**src/rtl/utlb_pkg.sv**
```systemverilog
package utlb_pkg;
    typedef struct packed {
        logic priv;
        logic ro;
        logic xn;
    } perm_t;

    typedef enum logic [1:0] {
        ST_LOOK  = 2'd0,
        ST_MISS  = 2'd1,
        ST_RETRY = 2'd2
    } state_t;
endpackage

```
**src/rtl/utlb_cam.sv**
```systemverilog
module utlb_cam
    import utlb_pkg::*;
#(
    parameter int ENTRIES = 32,
    parameter int VPN_W   = 20,
    parameter int PPN_W   = 20,
    localparam int IDX_W  = $clog2(ENTRIES)
) (
    input  logic             clk,
    input  logic             rst_n,
    input  logic             clear_i,
    input  logic             wr_en_i,
    input  logic [IDX_W-1:0] wr_idx_i,
    input  logic [VPN_W-1:0] wr_vpn_i,
    input  logic [PPN_W-1:0] wr_ppn_i,
    input  perm_t            wr_perm_i,
    input  logic [VPN_W-1:0] look_vpn_i,
    output logic             hit_o,
    output logic [PPN_W-1:0] hit_ppn_o,
    output perm_t            hit_perm_o,
    output logic             free_o,
    output logic [IDX_W-1:0] free_idx_o
);
    logic [ENTRIES-1:0] valid_d, valid_q;
    logic [VPN_W-1:0]   vpn_d  [ENTRIES];
    logic [VPN_W-1:0]   vpn_q  [ENTRIES];
    logic [PPN_W-1:0]   ppn_d  [ENTRIES];
    logic [PPN_W-1:0]   ppn_q  [ENTRIES];
    perm_t              perm_d [ENTRIES];
    perm_t              perm_q [ENTRIES];
    logic [ENTRIES-1:0] match;

    // one comparator per entry, all in parallel
    for (genvar g = 0; g < ENTRIES; g++) begin : g_cmp
        assign match[g] = valid_q[g] && (vpn_q[g] == look_vpn_i);
    end

    always_comb begin
        hit_o      = |match;
        hit_ppn_o  = '0;
        hit_perm_o = '0;
        for (int i = 0; i < ENTRIES; i++) begin
            if (match[i]) begin
                hit_ppn_o  = hit_ppn_o | ppn_q[i];
                hit_perm_o = hit_perm_o | perm_q[i];
            end
        end
        free_o     = ~&valid_q;
        free_idx_o = '0;
        for (int i = ENTRIES - 1; i >= 0; i--) begin
            if (!valid_q[i]) free_idx_o = IDX_W'(i);
        end
    end

    always_comb begin
        valid_d = valid_q;
        vpn_d   = vpn_q;
        ppn_d   = ppn_q;
        perm_d  = perm_q;
        if (clear_i) begin
            valid_d = '0;
        end else if (wr_en_i) begin
            valid_d[wr_idx_i] = 1'b1;
            vpn_d[wr_idx_i]   = wr_vpn_i;
            ppn_d[wr_idx_i]   = wr_ppn_i;
            perm_d[wr_idx_i]  = wr_perm_i;
        end
    end

    always_ff @(posedge clk) begin
        if (!rst_n) begin
            valid_q <= '0;
            for (int i = 0; i < ENTRIES; i++) begin
                vpn_q[i]  <= '0;
                ppn_q[i]  <= '0;
                perm_q[i] <= '0;
            end
        end else begin
            valid_q <= valid_d;
            vpn_q   <= vpn_d;
            ppn_q   <= ppn_d;
            perm_q  <= perm_d;
        end
    end
endmodule

```
**src/rtl/utlb_perm.sv**
```systemverilog
module utlb_perm
    import utlb_pkg::*;
#(
    parameter bit IS_INSTR = 1'b0
) (
    input  perm_t perm_i,
    input  logic  user_i,
    input  logic  write_i,
    output logic  fault_o
);
    logic priv_fault;
    logic data_fault;
    logic fetch_fault;

    assign priv_fault  = user_i & perm_i.priv;
    assign data_fault  = priv_fault | (write_i & perm_i.ro);
    assign fetch_fault = priv_fault | perm_i.xn;

    if (IS_INSTR) begin : g_fetch
        assign fault_o = fetch_fault;
    end else begin : g_data
        assign fault_o = data_fault;
    end
endmodule

```
**src/rtl/utlb_micro.sv**
```systemverilog
module utlb_micro
    import utlb_pkg::*;
#(
    parameter int ENTRIES  = 32,
    parameter int VPN_W    = 20,
    parameter int PPN_W    = 20,
    parameter int CTX_W    = 8,
    parameter bit IS_INSTR = 1'b0
) (
    input  logic             clk,
    input  logic             rst_n,
    input  logic             req_valid,
    output logic             req_ready,
    input  logic [VPN_W-1:0] req_vpn,
    input  logic             req_write,
    input  logic             req_user,
    output logic             rsp_valid,
    output logic [PPN_W-1:0] rsp_ppn,
    output logic             rsp_abort_data,
    output logic             rsp_abort_prefetch,
    input  logic             flush,
    input  logic             ctx_wr,
    input  logic [CTX_W-1:0] ctx_wdata,
    output logic             refill_req,
    output logic [VPN_W-1:0] refill_vpn,
    input  logic             refill_ack,
    input  logic [PPN_W-1:0] refill_ppn,
    input  logic             refill_priv,
    input  logic             refill_ro,
    input  logic             refill_xn
);
    localparam int IDX_W = $clog2(ENTRIES);

    typedef struct packed {
        state_t             st;
        logic               discard;
        logic [IDX_W-1:0]   ctr;
        logic [CTX_W-1:0]   ctx;
        logic [VPN_W-1:0]   vpn;
        logic               write;
        logic               user;
        logic               rsp_v;
        logic               rsp_flt;
        logic [PPN_W-1:0]   rsp_ppn;
    } regs_t;

    regs_t q, d;

    logic             wipe;
    logic [VPN_W-1:0] look_vpn;
    logic             look_user, look_write;
    logic             hit, hit_eff, fault, free;
    logic [PPN_W-1:0] hit_ppn;
    perm_t            hit_perm, fill_perm;
    logic [IDX_W-1:0] free_idx, victim;
    logic             cam_wr;

    assign wipe       = flush | (ctx_wr && (ctx_wdata != q.ctx));
    assign look_vpn   = (q.st == ST_LOOK) ? req_vpn   : q.vpn;
    assign look_user  = (q.st == ST_LOOK) ? req_user  : q.user;
    assign look_write = (q.st == ST_LOOK) ? req_write : q.write;
    assign hit_eff    = hit & ~wipe;
    assign victim     = free ? free_idx : q.ctr;
    assign fill_perm  = '{priv: refill_priv, ro: refill_ro, xn: refill_xn};

    utlb_cam #(.ENTRIES(ENTRIES), .VPN_W(VPN_W), .PPN_W(PPN_W)) u_cam (
        .clk        (clk),
        .rst_n      (rst_n),
        .clear_i    (wipe),
        .wr_en_i    (cam_wr),
        .wr_idx_i   (victim),
        .wr_vpn_i   (q.vpn),
        .wr_ppn_i   (refill_ppn),
        .wr_perm_i  (fill_perm),
        .look_vpn_i (look_vpn),
        .hit_o      (hit),
        .hit_ppn_o  (hit_ppn),
        .hit_perm_o (hit_perm),
        .free_o     (free),
        .free_idx_o (free_idx)
    );

    utlb_perm #(.IS_INSTR(IS_INSTR)) u_perm (
        .perm_i  (hit_perm),
        .user_i  (look_user),
        .write_i (look_write),
        .fault_o (fault)
    );

    always_comb begin
        d         = q;
        cam_wr    = 1'b0;
        d.rsp_v   = 1'b0;
        d.rsp_flt = 1'b0;
        d.rsp_ppn = '0;
        d.ctr     = (q.ctr == IDX_W'(ENTRIES - 1)) ? '0 : q.ctr + 1'b1;
        if (ctx_wr) d.ctx = ctx_wdata;
        unique case (q.st)
            ST_LOOK: begin
                if (req_valid) begin
                    d.vpn   = req_vpn;
                    d.write = req_write;
                    d.user  = req_user;
                    if (hit_eff) begin
                        d.rsp_v   = 1'b1;
                        d.rsp_flt = fault;
                        d.rsp_ppn = fault ? '0 : hit_ppn;
                    end else begin
                        d.st      = ST_MISS;
                        d.discard = 1'b0;
                    end
                end
            end
            ST_MISS: begin
                if (refill_ack) begin
                    if (wipe || q.discard) begin
                        d.discard = 1'b0;
                    end else begin
                        cam_wr = 1'b1;
                        d.st   = ST_RETRY;
                    end
                end else if (wipe) begin
                    d.discard = 1'b1;
                end
            end
            ST_RETRY: begin
                if (hit_eff) begin
                    d.rsp_v   = 1'b1;
                    d.rsp_flt = fault;
                    d.rsp_ppn = fault ? '0 : hit_ppn;
                    d.st      = ST_LOOK;
                end else begin
                    d.st      = ST_MISS;
                    d.discard = 1'b0;
                end
            end
            default: d.st = ST_LOOK;
        endcase
    end

    always_ff @(posedge clk) begin
        if (!rst_n) begin
            q    <= '0;
            q.st <= ST_LOOK;
        end else begin
            q <= d;
        end
    end

    assign req_ready          = (q.st == ST_LOOK);
    assign refill_req         = (q.st == ST_MISS);
    assign refill_vpn         = q.vpn;
    assign rsp_valid          = q.rsp_v;
    assign rsp_ppn            = q.rsp_ppn;
    assign rsp_abort_data     = IS_INSTR ? 1'b0 : q.rsp_flt;
    assign rsp_abort_prefetch = IS_INSTR ? q.rsp_flt : 1'b0;
endmodule

```
**config.mk**
```make
export PLATFORM = sky130hd
export DESIGN_NAME = utlb_micro
export DESIGN_NICKNAME = d
export VERILOG_FILES = /design/src/rtl/utlb_pkg.sv /design/src/rtl/utlb_cam.sv /design/src/rtl/utlb_perm.sv /design/src/rtl/utlb_micro.sv
export SDC_FILE = /design/constraint.sdc
export NUM_CORES = 2
export LEC_CHECK = 0
export BUFFER_PORTS_ARGS = -buffer_cell sky130_fd_sc_hd__buf_2
export CORE_AREA = 3 3 406 408
export CTS_CLUSTER_DIAMETER = 80
export DETAILED_ROUTE_END_ITERATION = 7
export DIE_AREA = 0 0 409 411
export PLACE_DENSITY_LB_ADDON = 0.1
export SLEW_MARGIN = 20
export SYNTH_ARGS = -nofsm -noshare
export SYNTH_HDL_FRONTEND = slang
export SYNTH_SLANG_ARGS = --single-unit
```
**constraint.sdc**
```tcl
create_clock -name clk -period 3.95 [get_ports clk]
set_clock_uncertainty 0.05 [all_clocks]
set_input_delay 1.185 -clock clk [delete_from_list [all_inputs] [get_ports clk]]
set_output_delay 1.185 -clock clk [all_outputs]
set_load 0.01 [all_outputs]
```
==> reports/summary.txt <==
RUN STATUS
---------------------------------------------------------------------------
Run status                                                     finished with violations
Failing checks                                                 negative setup slack

POWER AND IR DROP
---------------------------------------------------------------------------
P_leak                                                              34.3 nW
Psw                                                               0.00927 W
Share of total power in sequential cells                              43.2%
Cell-internal power                                                0.0245 W
IR drop worst, VDD                                                   454 uV
Clock group share of total power                                      45.2%
Power density over the cells                                    395 mW/mm^2
Comb power frac                                                       11.7%
Switching part of the total                                           27.5%

CRITICAL PATH
---------------------------------------------------------------------------
Worst R2R Setup Slack                                              -0.04 ns
Critical-path maximum fanout                                             16
Kind of start point of the critical path                          input pin
RR Endpoint                                                    rsp_ppn[15]$_SDFF_PN0_
Category of the critical setup timing path                     input pin to flop
Start point of the critical path                                req_vpn[17]
Worst Reg-to-Reg Cells                                                   16
Last element of the critical path                              rsp_ppn[15]$_SDFF_PN0_
Sort of element at the end of the critical path                        flop
Arr. time, crit path                                                4.67 ns
Data required time at the worst endpoint                            4.60 ns
Reg2reg start                                                  q[59]$_SDFFE_PN0P_

DIE
---------------------------------------------------------------------------
Starting density of the core                                          42.8%
Die width                                                            409 um
Area of the die                                                 0.168 sq mm
Number of placement rows                                                148
Overall die height                                                   411 um
Core outline area                                               0.162 sq mm
Number of top-level design ports                                        104

PLACE
---------------------------------------------------------------------------
DP Area                                                        0.0789 sq mm
Detailed placement HPWL                                           216000 um
Count of input and output buffers                                       101
Worst setup timing slack at the placement stage                    -1.09 ns
Final RePlAce weighted congestion                                     0.987

FLOW RUN
---------------------------------------------------------------------------
Number of max-cap violations                                              0

STA
---------------------------------------------------------------------------
Post-route worst setup slack                                     -0.0661 ns
Transition time of the tightest slew-check pin                     0.984 ns
Final count of negative-setup-slack endpoints                            21
Fmax                                                              0.249 GHz
Clock period minus worst slack                                      4.02 ns
Unrepaired setup endpoints after global routing                         yes
Final worst-path cycle share                                           102%
Setup tns final                                                   -0.866 ns
Final hold viol count                                                     0
Final Hold Slack                                                   0.405 ns
Fin. max-slew vios                                                        0
Relative slew slack                                                   34.3%

DETAILED ROUTING
---------------------------------------------------------------------------
DRT Wirelength                                                    314000 um
DRC violation total after the first TritonRoute iteration              7194
DRT Pass-1 Iters                                                          8
Post-route DRC violation count                                            0
Detailed-route wire length per cell                                 30.6 um
Number of routed nets with antenna violations                             0
Vias per cell                                                          6.01
Total via count in the routed design                                  61728

LOGIC SYNTHESIS
---------------------------------------------------------------------------
Yosys cell types                                                         98
Cells after Synth                                                      7573
Post-synthesis average cell area                                 9.17 sq um
Share of synthesized area occupied by flip-flops and latches          41.4%
Nets in the synthesized netlist                                        7634
Top FF cell, synth                                                  dfxtp_1
Count of flip-flops with a built-in enable after synthesis                0
Post-Synthesis Cell Area                                       0.0694 sq mm
Asr flop ratio synth                                                     0%
Yosys synthesis warning count                                             0
Synth Register Bits                                                    1436

LAYOUT
---------------------------------------------------------------------------
Number of nets in the finished design                                  8021
Proportion of layout cells with a drive suffix above 1                18.3%
Area used by multi-input combinational logic                   0.0375 sq mm
Total non-filler cell area in the finished layout              0.0855 sq mm
Storage cell area                                              0.0288 sq mm
Final Util                                                            52.8%
Area growth from synthesis to layout                                  23.2%
Fillers                                                               14867

GLOBAL ROUTE
---------------------------------------------------------------------------
Total gr overflow                                                         0
Pin count of the biggest net entering global routing                    112
Antenna violations before repair                                         11
Vias in the first global route                                        58421
Total track usage                                                     35.8%
Global-route wire length before repair                            438000 um

CTS
---------------------------------------------------------------------------
TritonCTS clock tree                                                   done
Clk_lat worst skew                                                  0.84 ns
Number of buffers created by CTS                                        165
Cell at the root of the clock tree                                clkbuf_16
Clock Tree Buf Depth                                                      3
Clock slew at reported path FFs                                     0.06 ns
Clock sink total                                                       1436
Count of H-tree levels built during CTS                                   4
Hold-fix buffers, CTS                                                     0

HOLD PATH
---------------------------------------------------------------------------
Min-Delay Path Class                                           flop to flop

[power by group through the flow]
stage                     logic [W]  clock network [W]  registers (W)
final                       0.00394             0.0153         0.0146
after global routing        0.00400             0.0160         0.0146
after CTS                   0.00371             0.0155         0.0146
after detailed placement    0.00366                  0         0.0149
after global placement      0.00366                  0         0.0149
after floorplan             0.00175                  0         0.0148
[critical path, cell delays in order]
cell and delay, ns:
buf_2 0.16, buf_4 0.48, inv_1 0.15, buf_4 0.17, o22ai_1 0.12, a21oi_1 0.06
a31oi_1 0.28, nor4_4 0.12, buf_12 0.17, or4_4 0.57, nor4_4 0.38, buf_4 0.19
a41oi_4 0.09, buf_12 0.19, clkbuf_16 0.17, nor4b_2 0.15
[worst min-delay path by stage]
stage	start	to	slack, ns	cells after the start
2_1_floorplan	q[22]$_SDFFE_PN0P_	q[22]$_SDFFE_PN0P_	0.39	2
3_3_place_gp	u_cam.ppn_q[343]$_SDFFE_PN0P_	u_cam.ppn_q[343]$_SDFFE_PN0P_	0.39	2
3_5_place_dp	u_cam.ppn_q[357]$_SDFFE_PN0P_	u_cam.ppn_q[357]$_SDFFE_PN0P_	0.40	2
4_1_cts	u_cam.ppn_q[357]$_SDFFE_PN0P_	u_cam.ppn_q[357]$_SDFFE_PN0P_	0.40	2
5_1_grt	u_cam.ppn_q[345]$_SDFFE_PN0P_	u_cam.ppn_q[345]$_SDFFE_PN0P_	0.43	2
6_report	u_cam.ppn_q[345]$_SDFFE_PN0P_	u_cam.ppn_q[345]$_SDFFE_PN0P_	0.41	2
[cell usage after synthesis (11+ instances only)]
cell       instances  share of area [%]
buf_1             82               0.44
a22o_1            77               0.97
o2bb2ai_1         14               0.18
nor3_1            74               0.53
a22oi_1          157                1.7
inv_1            114               0.62
xor2_1           287                3.6
nand3_1           86               0.62
a21oi_1          211                1.5
buf_6             13               0.21
buf_2            169                1.2
and3_1            15               0.14
mux2i_1         1283                 18
clkbuf_1         445                2.4
nand4_1           81               0.73
xnor2_1          330                4.2
or3_1             23               0.21
a211oi_1          25               0.27
nor2b_1           48               0.43
and4_1            15               0.19
o21a_1            31               0.34
o22ai_1           58               0.52
o2111ai_1         21               0.26
a2bb2oi_1         24               0.30
o31ai_1           11               0.12
and2_1            16               0.14
a2111oi_0         48               0.61
nand2_1          296                1.6
a222oi_1          61               0.88
a31oi_1           29               0.26
a21boi_0          14               0.15
nor4b_2           15               0.32
o221ai_1          41               0.52
or4_1             19               0.21
nor4_1            83               0.75
o221a_2           12               0.19
o21ai_0           80               0.58
a221oi_1         122                1.5
o211ai_1          22               0.24
nor2_1          1312                7.1
dfxtp_1         1436                 41
nand2b_1          35               0.32
buf_4             69               0.75
[registers in the layout (all words and copies together) (netlist names)]
register        cells
q                  18
refill_vpn         20
rsp_abort_data      1
rsp_ppn            20
rsp_valid           1
u_cam.perm_q       64
u_cam.ppn_q       640
u_cam.valid_q      32
u_cam.vpn_q       640
[final cells by class]
cell class,instances,area share [%]
Sequential cell,1436,33.7
Tap cell,2175,3.18
Inverter,126,0.581
Antenna cell,5,0.0146
Timing Repair Buffer,998,12.5
Clock buffer,245,5.59
Clock inverter,54,0.666
Multi-Input combinational cell,5233,43.8
[repair_timing]
| item | 4_1_cts | 5_1_grt |
|---|---|---|
| pin swaps | 9 | 7 |
| gates resized for setup | 46 | 114 |
| setup endpoints to repair | 24 | 41 |
| buffers inserted | 14 | 17 |
| gates cloned | 1 | 10 |
[metrics by stage]
| step | total power (W) | cells |
|---|---|---|
| 2_1_floorplan | 0.0166 | 7573 |
| 3_3_place_gp | 0.0185 | 9926 |
| 3_5_place_dp | 0.0185 | 9926 |
| 4_1_cts | 0.0338 | 10240 |
| 5_1_grt | 0.0346 | 10270 |
| 6_report | 0.0338 | 10272 |
[logic make-up after synthesis]
family | synth area share [%]
buffers and inverters | 5.71
other | 0.00540
flip-flops | 41.4
AO/OA/AOI/OAI | 12.3
multiplexers | 18.5
AND/OR/NAND/NOR | 14.2
XOR/XNOR | 7.78
adder cells (fa/ha/maj) | 0.0360
[routing by layer]
| layer | part of all wire [%] | up-vias | global-route usage (%) |
|---|---|---|---|
| li1 | - | 27364 | - |
| met1 | 41 | 30501 | 45.8 |
| met2 | 45 | 3066 | 56.9 |
| met3 | 7.6 | 789 | 5.65 |
| met4 | 6.9 | 8 | 21.4 |
| met5 | 0.015 | - | 0 |
[placed cells by master, fill, tap and decap left out, types with 98 or more instances in the layout]
cell type	synthesis	layout
dfxtp_1	1436	1412
nor2_1	1312	1311
mux2i_1	1283	1280
buf_4	69	611
xnor2_1	330	325
nand2_1	296	295
xor2_1	287	287
buf_12	0	243
a21oi_1	211	209
clkbuf_16	0	173
a22oi_1	157	156
a221oi_1	122	120
inv_1	114	114
buf_2	169	98
(Power assumes the default switching activity.)
